$ cat src/rtl/hs_bridge_pkg.sv
package hs_bridge_pkg;
   typedef enum logic [1:0] {
      ST_IDLE      = 2'd0,
      ST_WAIT_TOG  = 2'd1,
      ST_ACK_ON    = 2'd2,
      ST_WAIT_DROP = 2'd3
   } bridge_state_t;
endpackage

$ cat src/rtl/hs_bridge_ctrl.sv
module hs_bridge_ctrl
   import hs_bridge_pkg::*;
(
   input  logic clk,
   input  logic rst_n,
   input  logic lvl_req_i,
   input  logic tog_match_i,
   output logic start_o,
   output logic lvl_ack_o
);
   bridge_state_t state_q, state_d;

   always_comb begin
      state_d = state_q;
      start_o = 1'b0;
      unique case (state_q)
         ST_IDLE: begin
            if (lvl_req_i) begin
               start_o = 1'b1;
               state_d = ST_WAIT_TOG;
            end
         end
         ST_WAIT_TOG:  if (tog_match_i) state_d = ST_ACK_ON;
         ST_ACK_ON:    state_d = ST_WAIT_DROP;
         ST_WAIT_DROP: if (!lvl_req_i) state_d = ST_IDLE;
         default:      state_d = ST_IDLE;
      endcase
   end

   always_ff @(posedge clk) begin
      if (!rst_n) state_q <= ST_IDLE;
      else        state_q <= state_d;
   end

   assign lvl_ack_o = (state_q == ST_ACK_ON) || (state_q == ST_WAIT_DROP);
endmodule

$ cat src/rtl/hs_bridge_toggle.sv
module hs_bridge_toggle (
   input  logic clk,
   input  logic rst_n,
   input  logic flip_i,
   input  logic tog_ack_i,
   output logic tog_req_o,
   output logic match_o
);
   logic level_q;

   always_ff @(posedge clk) begin
      if (!rst_n)      level_q <= 1'b0;
      else if (flip_i) level_q <= ~level_q;
   end

   assign tog_req_o = level_q;
   assign match_o   = (tog_ack_i == level_q);
endmodule

$ cat src/rtl/hs_bridge_hold.sv
module hs_bridge_hold #(
   parameter int  DATA_W    = 8,
   parameter bit  HOLD_DATA = 1'b1
) (
   input  logic              clk,
   input  logic              rst_n,
   input  logic              load_i,
   input  logic [DATA_W-1:0] data_i,
   output logic [DATA_W-1:0] data_o
);
   localparam logic [DATA_W-1:0] ZERO_WORD = '0;

   generate
      if (HOLD_DATA) begin : g_capture
         logic [DATA_W-1:0] word_q;
         always_ff @(posedge clk) begin
            if (!rst_n)      word_q <= ZERO_WORD;
            else if (load_i) word_q <= data_i;
         end
         assign data_o = word_q;
      end else begin : g_forward
         logic unused_ok;
         assign unused_ok = clk ^ rst_n ^ load_i;
         assign data_o    = data_i;
      end
   endgenerate
endmodule

$ cat src/rtl/hs4to2_bridge.sv
module hs4to2_bridge #(
   parameter int DATA_W    = 8,
   parameter bit HOLD_DATA = 1'b1
) (
   input  logic              clk,
   input  logic              rst_n,
   input  logic              lvl_req_i,
   input  logic [DATA_W-1:0] data_i,
   output logic              lvl_ack_o,
   output logic              tog_req_o,
   input  logic              tog_ack_i,
   output logic [DATA_W-1:0] data_o
);
   generate
      if (DATA_W < 1) begin : g_bad_width
         $error("hs4to2_bridge: DATA_W must be at least 1");
      end
   endgenerate

   logic start;
   logic match;

   hs_bridge_ctrl u_ctrl (
      .clk         (clk),
      .rst_n       (rst_n),
      .lvl_req_i   (lvl_req_i),
      .tog_match_i (match),
      .start_o     (start),
      .lvl_ack_o   (lvl_ack_o)
   );

   hs_bridge_toggle u_tog (
      .clk       (clk),
      .rst_n     (rst_n),
      .flip_i    (start),
      .tog_ack_i (tog_ack_i),
      .tog_req_o (tog_req_o),
      .match_o   (match)
   );

   hs_bridge_hold #(.DATA_W(DATA_W), .HOLD_DATA(HOLD_DATA)) u_hold (
      .clk    (clk),
      .rst_n  (rst_n),
      .load_i (start),
      .data_i (data_i),
      .data_o (data_o)
   );
endmodule

$ cat config.mk
export PLATFORM = sky130hd
export DESIGN_NAME = hs4to2_bridge
export DESIGN_NICKNAME = d
export VERILOG_FILES = /design/src/rtl/hs_bridge_pkg.sv /design/src/rtl/hs_bridge_ctrl.sv /design/src/rtl/hs_bridge_toggle.sv /design/src/rtl/hs_bridge_hold.sv /design/src/rtl/hs4to2_bridge.sv
export SDC_FILE = /design/constraint.sdc
export NUM_CORES = 1
export LEC_CHECK = 0
export BUFFER_PORTS_ARGS = -buffer_cell sky130_fd_sc_hd__clkbuf_2
export CORE_AREA = 3 3 40 42
export CTS_CLUSTER_SIZE = 16
export DETAILED_ROUTE_END_ITERATION = 8
export DIE_AREA = 0 0 43 45
export HOLD_SLACK_MARGIN = 0.12
export PLACE_DENSITY = 0.65
export SYNTH_ARGS = -nofsm -noshare
export SYNTH_HDL_FRONTEND = slang
export SYNTH_SLANG_ARGS = --single-unit
$ cat constraint.sdc
create_clock -name clk -period 2.45 [get_ports clk]
set_clock_uncertainty 0.15 [all_clocks]
set_input_delay 0.49 -clock clk [delete_from_list [all_inputs] [get_ports clk]]
set_output_delay 0.49 -clock clk [all_outputs]
set_load 0.02 [all_outputs]
==> summary.txt, run 1 <==
Outcome
  – Status: complete, no violations

Logic synthesis
  – Yosys top cell area share: 43.14%
  – Post-synth top flop: dfxtp_1
  – Netlist cell types: 16
  – Post-Synthesis Cell Area: 510.5 sq um
  – Post-synth EDFFs: 0
  – Syn_nets: 74
  – Sequential-to-total area share from yosys stat: 43.14%
  – Warning count from the yosys run: 0
  – Avg Inst Size Synth: 8.956 sq um
  – Area contributors post-synth: dfxtp_1 (43%), ha_1 (12%), a21oi_1 (8.8%)
  – Mapped Cells: 57
  – Yosys top cell by area: dfxtp_1
  – Seq cells post-synth: 11
  – Async SR Flop Fraction: 0%

Clock tree
  – Clk_lat worst skew: 0.27 ns
  – Post-CTS Setup Inserts: 0
  – CTS tree: yes
  – H-tree depth: 1
  – CTS hold repair buffers: 0
  – Clock Tree Root: clkbuf_4
  – CTS Sinks: 11
  – Post-CTS sizing: 0
  – CTS buffer count: 3
  – Longest Clk Path Bufs: 2
  – Clk slew on worst S/H paths: 0.07 ns

Final layout
  – Layout cells sized above 1: 32.50%
  – Multi-input combinational cell area: 262.8 sq um
  – Filler instances: 138
  – Ant diodes: 0
  – Fin nets: 98
  – Util after Layout: 50.15%
  – Storage cell area: 220.2 sq um
  – Syn-to-layout area delta: 26.23%

Run
  – # Max-Cap Violations: 0

STA
  – Tmin final: 2.039 ns
  – Worst-margin pin slew: 0.3230 ns
  – Fmax: 490.5 MHz
  – Final setup viols: 0
  – Setup TNS: 0 ns
  – Relative max-transition margin: 78.47%
  – Unrepaired setup endpoints after global routing: false
  – Final Hold Fails: 0
  – Final Cycle Share: 83.22%
  – Final Max Slew Viols: 0

Route
  – Final WL: 978 um
  – Drc violations: 0
  – WL/cell: 10.29 um
  – Post-DRT Antenna Nets: 0
  – Pre-Repair DR Iteration Count: 4
  – Vias per inst: 4.800
  – 1st-iter DRT viols: 4
  – Vias: 456

Setup path
  – Setup CP Type: register to primary output
  – Critical path endpoint category: primary output
  – CP max FO: 4
  – CP startpoint: u_ctrl.state_q[0]
  – CP Data Arrival Time: 1.40 ns
  – Critical R2R Launch: u_ctrl.state_q[1]
  – CP Launch Type: register
  – Data required time of the worst path: 1.81 ns

Floorplanning
  – Core ar.: 0.001285 sq mm
  – Die H: 45 um
  – Row count: 13
  – Starting Density: 39.73%
  – Die area: 0.001935 sq mm
  – Die X: 43 um
  – IO Pins: 22

Worst hold path
  – HP Class: input port to register
  – Hold path startpoint: data_i[2]

Global routing
  – Initial antenna violation count: 0
  – All-Layer GR Usage: 10.70%
  – First-pass GRT wire length: 1518 um
  – Overflow after GRT: 0
  – Vias in the first global route: 410
  – Largest net degree at the start of global routing: 11

Placement
  – Gpl congestion: 0.6497
  – Dpl hpwl: 764.3 um
  – Number of I/O port buffers: 21

Power
  – Power, Total: 0.6999 mW
  – PwrDens: 1086 mW/mm^2
  – Leak: 0.3224 nW
  – Maximum vdd drop: 0.4651 mV
==> path summary, 6_finish.rpt <==
check / end / slack (ns) / cells past startpoint
min reg2reg: u_hold.data_o[5] / 0.30 / 2
max: lvl_ack_o / 0.41 / 4
max reg2reg: u_ctrl.state_q[0] / 0.59 / 5
min: u_hold.data_o[2] / 0.30 / 3
==> where the power goes <==
group / total [mW] / switching (mW) / internal, mW
Combinational: 0.318 / 0.190 / 0.128
Clock: 0.124 / 0.0614 / 0.0630
Sequential: 0.258 / 0.0334 / 0.224
==> final cells by class <==
type                            instances  area share [%]
Clock buffer                            4           4.078
Inverter                                3           1.748
Multi-Input combinational cell         41           40.78
Sequential cell                        11           34.17
Tap cell                               15           2.913
Timing Repair Buffer                   21           16.31
==> critical path, stage by stage (launching register included) <==
cell and delay [ns]:
dfxtp_1 0.38, inv_1 0.09, ha_1 0.21, or2_2 0.29, clkbuf_2 0.15
==> cell usage after synthesis (all sizes together) (2+ instances only) <==
library cell,n
ha,5
xor2,2
a21oi,9
buf,2
nand3,8
nand2,11
inv,2
dfxtp,11
==> cells by family (layout without fill, tap and decap cells) <==
logic type / count (synthesis) / count (layout) / share of synthesized area, %
xor+xnor: 2 / 2 / 3.432
buf+inv: 5 / 28 / 5.391
fa+ha+maj: 5 / 5 / 12.25
mux: 2 / 2 / 4.901
flops: 11 / 11 / 43.14
compound gates: 11 / 11 / 12.99
simple gates: 21 / 21 / 17.89
==> state kept, by name (all words and copies together), names as in the netlist <==
register,flops
u_ctrl.state_q,2
u_hold.data_o,8
u_tog.tog_req_o,1
==> through the flow <==
| stage | hold slack (ns) | cell area (sq um) | setup slack (ns) | std cells |
|---|---|---|---|---|
| after global placement | 0.2924 | 618.1 | 0.6180 | 91 |
| final | 0.2996 | 644.4 | 0.4111 | 95 |
| after detailed placement | 0.2974 | 618.1 | 0.5814 | 91 |
| after CTS | 0.2892 | 644.4 | 0.3920 | 95 |
| after global routing | 0.3073 | 644.4 | 0.3313 | 95 |
| after floorplan | 0.3177 | 510.5 | 0.6637 | 57 |
==> layout by cell type (no fill, tap or decap), types with 2 or more instances in the layout <==
cell type,count
a21oi_1,9
clkbuf_2,21
clkbuf_4,3
dfxtp_1,11
ha_1,5
inv_1,2
nand2_1,11
nand3_1,8
xor2_1,2
==> layer usage <==
metal	GRT usage [%]	part of all wire [%]	vias to the layer above
met4	10.84	0.92	0
met2	17.66	50	13
met3	1.195	5.0	2
met5	0	0	-
met1	11.71	44	201
li1	-	-	240
No activity file was read; power rests on OpenSTA's default activity.
==> run 2: changes to the inputs <==
--- a/config.mk
+++ b/config.mk
@@ -5,13 +5,14 @@
 export SDC_FILE = /design/constraint.sdc
 export NUM_CORES = 1
 export LEC_CHECK = 0
+export ABC_AREA = 1
 export BUFFER_PORTS_ARGS = -buffer_cell sky130_fd_sc_hd__clkbuf_2
-export CORE_AREA = 3 3 40 42
+export CORE_MARGIN = 3
+export CORE_UTILIZATION = 40
 export CTS_CLUSTER_SIZE = 16
 export DETAILED_ROUTE_END_ITERATION = 8
-export DIE_AREA = 0 0 43 45
 export HOLD_SLACK_MARGIN = 0.12
-export PLACE_DENSITY = 0.65
+export PLACE_DENSITY = 0.67
 export SYNTH_ARGS = -nofsm -noshare
 export SYNTH_HDL_FRONTEND = slang
 export SYNTH_SLANG_ARGS = --single-unit
==> constraint.sdc (replaced) <==
create_clock -name clk -period 2.05 [get_ports clk]
set_clock_uncertainty 0.15 [all_clocks]
set_input_delay 0.41 -clock clk [delete_from_list [all_inputs] [get_ports clk]]
set_output_delay 0.41 -clock clk [all_outputs]
set_load 0.02 [all_outputs]
==> run 2 against run 1 <==
- global-route usage increased by 2.0 points
- routed wire length grew 8.0%
- non-clock buffer count unchanged
- sequential power is 19% higher
- largest power group unchanged
==> summary.txt, run 2 <==
Logic synthesis
  – Count leader, synth: nor2_1
  – Area contributors post-synth: dfxtp_1 (42%), nor2_1 (14%), ha_1 (12%)
  – Post-Synthesis Cell Area: 528.0 sq um (+3.4%)
  – Warning count from the yosys run: 0 (unchanged)
  – Avg Inst Size Synth: 7.543 sq um (-16%)
  – Mapped Cells: 70 (+23%)
  – Seq cells post-synth: 11 (unchanged)
  – Syn_nets: 87 (+18%)
  – Post-synth EDFFs: 0 (unchanged)
  – Yosys top cell by area: dfxtp_1
  – Async SR Flop Fraction: 0% (unchanged)
  – Commonest cells in the netlist: nor2_1 (19), dfxtp_1 (11), o21ai_1 (9), inv_1 (7), nand2_1 (6)
  – Post-synth top flop: dfxtp_1
  – Yosys top cell area share: 41.71% (-1.4 points)
  – Netlist cell types: 14 (-2)
  – Sequential-to-total area share from yosys stat: 41.71% (-1.4 points)

Floorplanning
  – Row count: 12 (-1)
  – IO Pins: 22 (unchanged)
  – Starting Density: 45.09% (+5.4 points)
  – Die area: 0.001792 sq mm (-7.4%)
  – Core ar.: 0.001171 sq mm (-8.9%)
  – Die H: 42.33 um (-5.9%)
  – Die X: 42.33 um (-1.6%)

Clock tree
  – H-tree depth: 1 (unchanged)
  – Clk slew on worst S/H paths: 0.07 ns (about the same)
  – Clock Tree Root: clkbuf_4
  – CTS Sinks: 11 (unchanged)
  – CTS buffer count: 3 (unchanged)
  – Clk_lat worst skew: 0.26 ns (about the same)
  – Longest Clk Path Bufs: 2 (unchanged)
  – CTS tree: yes
  – CTS hold repair buffers: 0 (unchanged)

Placement
  – Number of I/O port buffers: 21 (unchanged)
  – Gpl congestion: 0.7347 (+13%)
  – Dpl hpwl: 810 um (+6.0%)
  – Post-DP Area: 631.9 sq um (+2.2%)
  – Pre-CTS setup slack: 0.3636 ns (-0.2178 ns)
  – DP Cell Count: 103 (+13%)

STA
  – Final Max Slew Viols: 0 (unchanged)
  – Tmin final: 1.915 ns
  – Worst-margin pin slew: 0.2330 ns (-0.08998 ns)
  – Setup TNS: 0 ns (unchanged)
  – Final worst setup slack: 0.1354 ns (-0.2757 ns)
  – Relative max-transition margin: 84.41% (+5.9 points)
  – Final setup viols: 0 (unchanged)
  – Fmax: 522.3 MHz
  – Final Hold Fails: 0 (unchanged)
  – Unrepaired setup endpoints after global routing: false
  – Final hold slack: 0.2223 ns (-0.07736 ns)
  – Final Cycle Share: 93.40%

Route
  – Drc violations: 0 (unchanged)
  – Vias per inst: 4.626 (-3.6%)
  – Met3 routed WL: 74 um (+51%)
  – Met2 routed WL: 518 um (+6.6%)
  – Post-DRT Antenna Nets: 0 (unchanged)
  – Vias: 495 (+8.6%)
  – WL/cell: 9.869 um (-4.1%)
  – Final WL: 1056 um (+8.0%)
  – 1st-iter DRT viols: 9 (+5)
  – Routed met1 length: 463 um (+7.2%)
  – Pre-Repair DR Iteration Count: 4 (unchanged)
  – Uppermost layer routed: met3

Setup path
  – Critical path endpoint category: primary output
  – CP Launch Type: register
  – Setup CP Type: register to primary output
  – CP max FO: 4 (unchanged)
  – Data required time of the worst path: 1.49 ns (-0.32 ns)
  – CP Data Arrival Time: 1.35 ns (-0.05 ns)

Global routing
  – Largest net degree at the start of global routing: 12 (+1)
  – All-Layer GR Usage: 12.71% (+2.0 points)
  – Overflow after GRT: 0 (unchanged)
  – Initial antenna violation count: 0 (unchanged)
  – First-pass GRT wire length: 1745 um (+15%)
  – Vias in the first global route: 454 (+11%)

Final layout
  – Util after Layout: 56.30% (+6.2 points)
  – Commonest non-fill, non-tap cell in the layout: clkbuf_2
  – Commonest non-fill, non-tap cells in the layout: clkbuf_2 (21), nor2_1 (19), dfxtp_1 (10)
  – Design Area, Final: 659.4 sq um (+2.3%)
  – Max reg flops: 8 (unchanged)
  – Fin nets: 111 (+13%)
  – Syn-to-layout area delta: 24.88%
  – Ant diodes: 0 (unchanged)
  – Finished Layout Cells: 107 (+13%)
  – Layout cells sized above 1: 33.33% (+0.83 points)

Power
  – Maximum vdd drop: 0.6358 mV (+37%)
  – Leak: 0.3527 nW (+9.4%)
  – PwrDens: 1223 mW/mm^2 (+13%)
  – Power, Total: 0.8066 mW (+15%)

Worst hold path
  – HP Class: input port to register

Run
  – # Max-Cap Violations: 0 (unchanged)

Outcome
  – Status: complete, no violations
## run 2: cell count changes after synthesis, moves of 5 or more
| cell | delta |
|---|---|
| nand2_1 | -5 |
| nor2_1 | +18 |
| nand3_1 | -6 |
| a21oi_1 | -6 |
| inv_1 | +5 |
| o21ai_1 | +9 |
## run 2: layout make-up
cell class / instances / area, sq um
clock buffers: 4 / 26.28
fillers: 126 / 511.7
inverters: 9 / 33.78
multi-input cells: 48 / 255.2
flip-flops and latches: 11 / 221.5
well taps: 14 / 17.52
repair buffers: 21 / 105.1
## run 2: kinds of logic after synthesis
family | after synthesis | synth area share [%]
simple gates | 31 | 25.12
compound gates | 12 | 11.37
buf+inv | 11 | 9.954
flops | 11 | 41.71
fa+ha+maj | 5 | 11.85
## run 2: final timing paths
path,start,endpoint,slack (ns),depth (start not counted)
hold reg to reg,u_hold.data_o[0],u_hold.data_o[0],0.33,2
setup reg to reg,u_ctrl.state_q[1],u_hold.data_o[1],0.63,6
setup / recovery,u_ctrl.state_q[0],lvl_ack_o,0.14,4
hold / removal,data_i[0],u_hold.data_o[0],0.22,3
## run 2: report_power, final
| group | internal (mW) | switching (mW) |
|---|---|---|
| logic | 0.128 | 0.225 |
| registers | 0.271 | 0.0363 |
| clock network | 0.0754 | 0.0711 |
## run 2: critical path, cell delays in order (launching register included)
cell,delay [ns]
dfxtp_2,0.36
inv_1,0.08
ha_1,0.21
or2_2,0.29
clkbuf_2,0.16
## run 2: layer usage
layer / up-vias / track usage, %
li1: 261 / -
met1: 219 / 12.89
met2: 15 / 21.28
met3: 0 / 6.867
met4: 0 / 5.590
met5: - / 0
## run 2: timing repair
action	4_1_cts	5_1_grt
setup endpoints to repair	0	1
buffers inserted	0	0
resized for setup	0	1
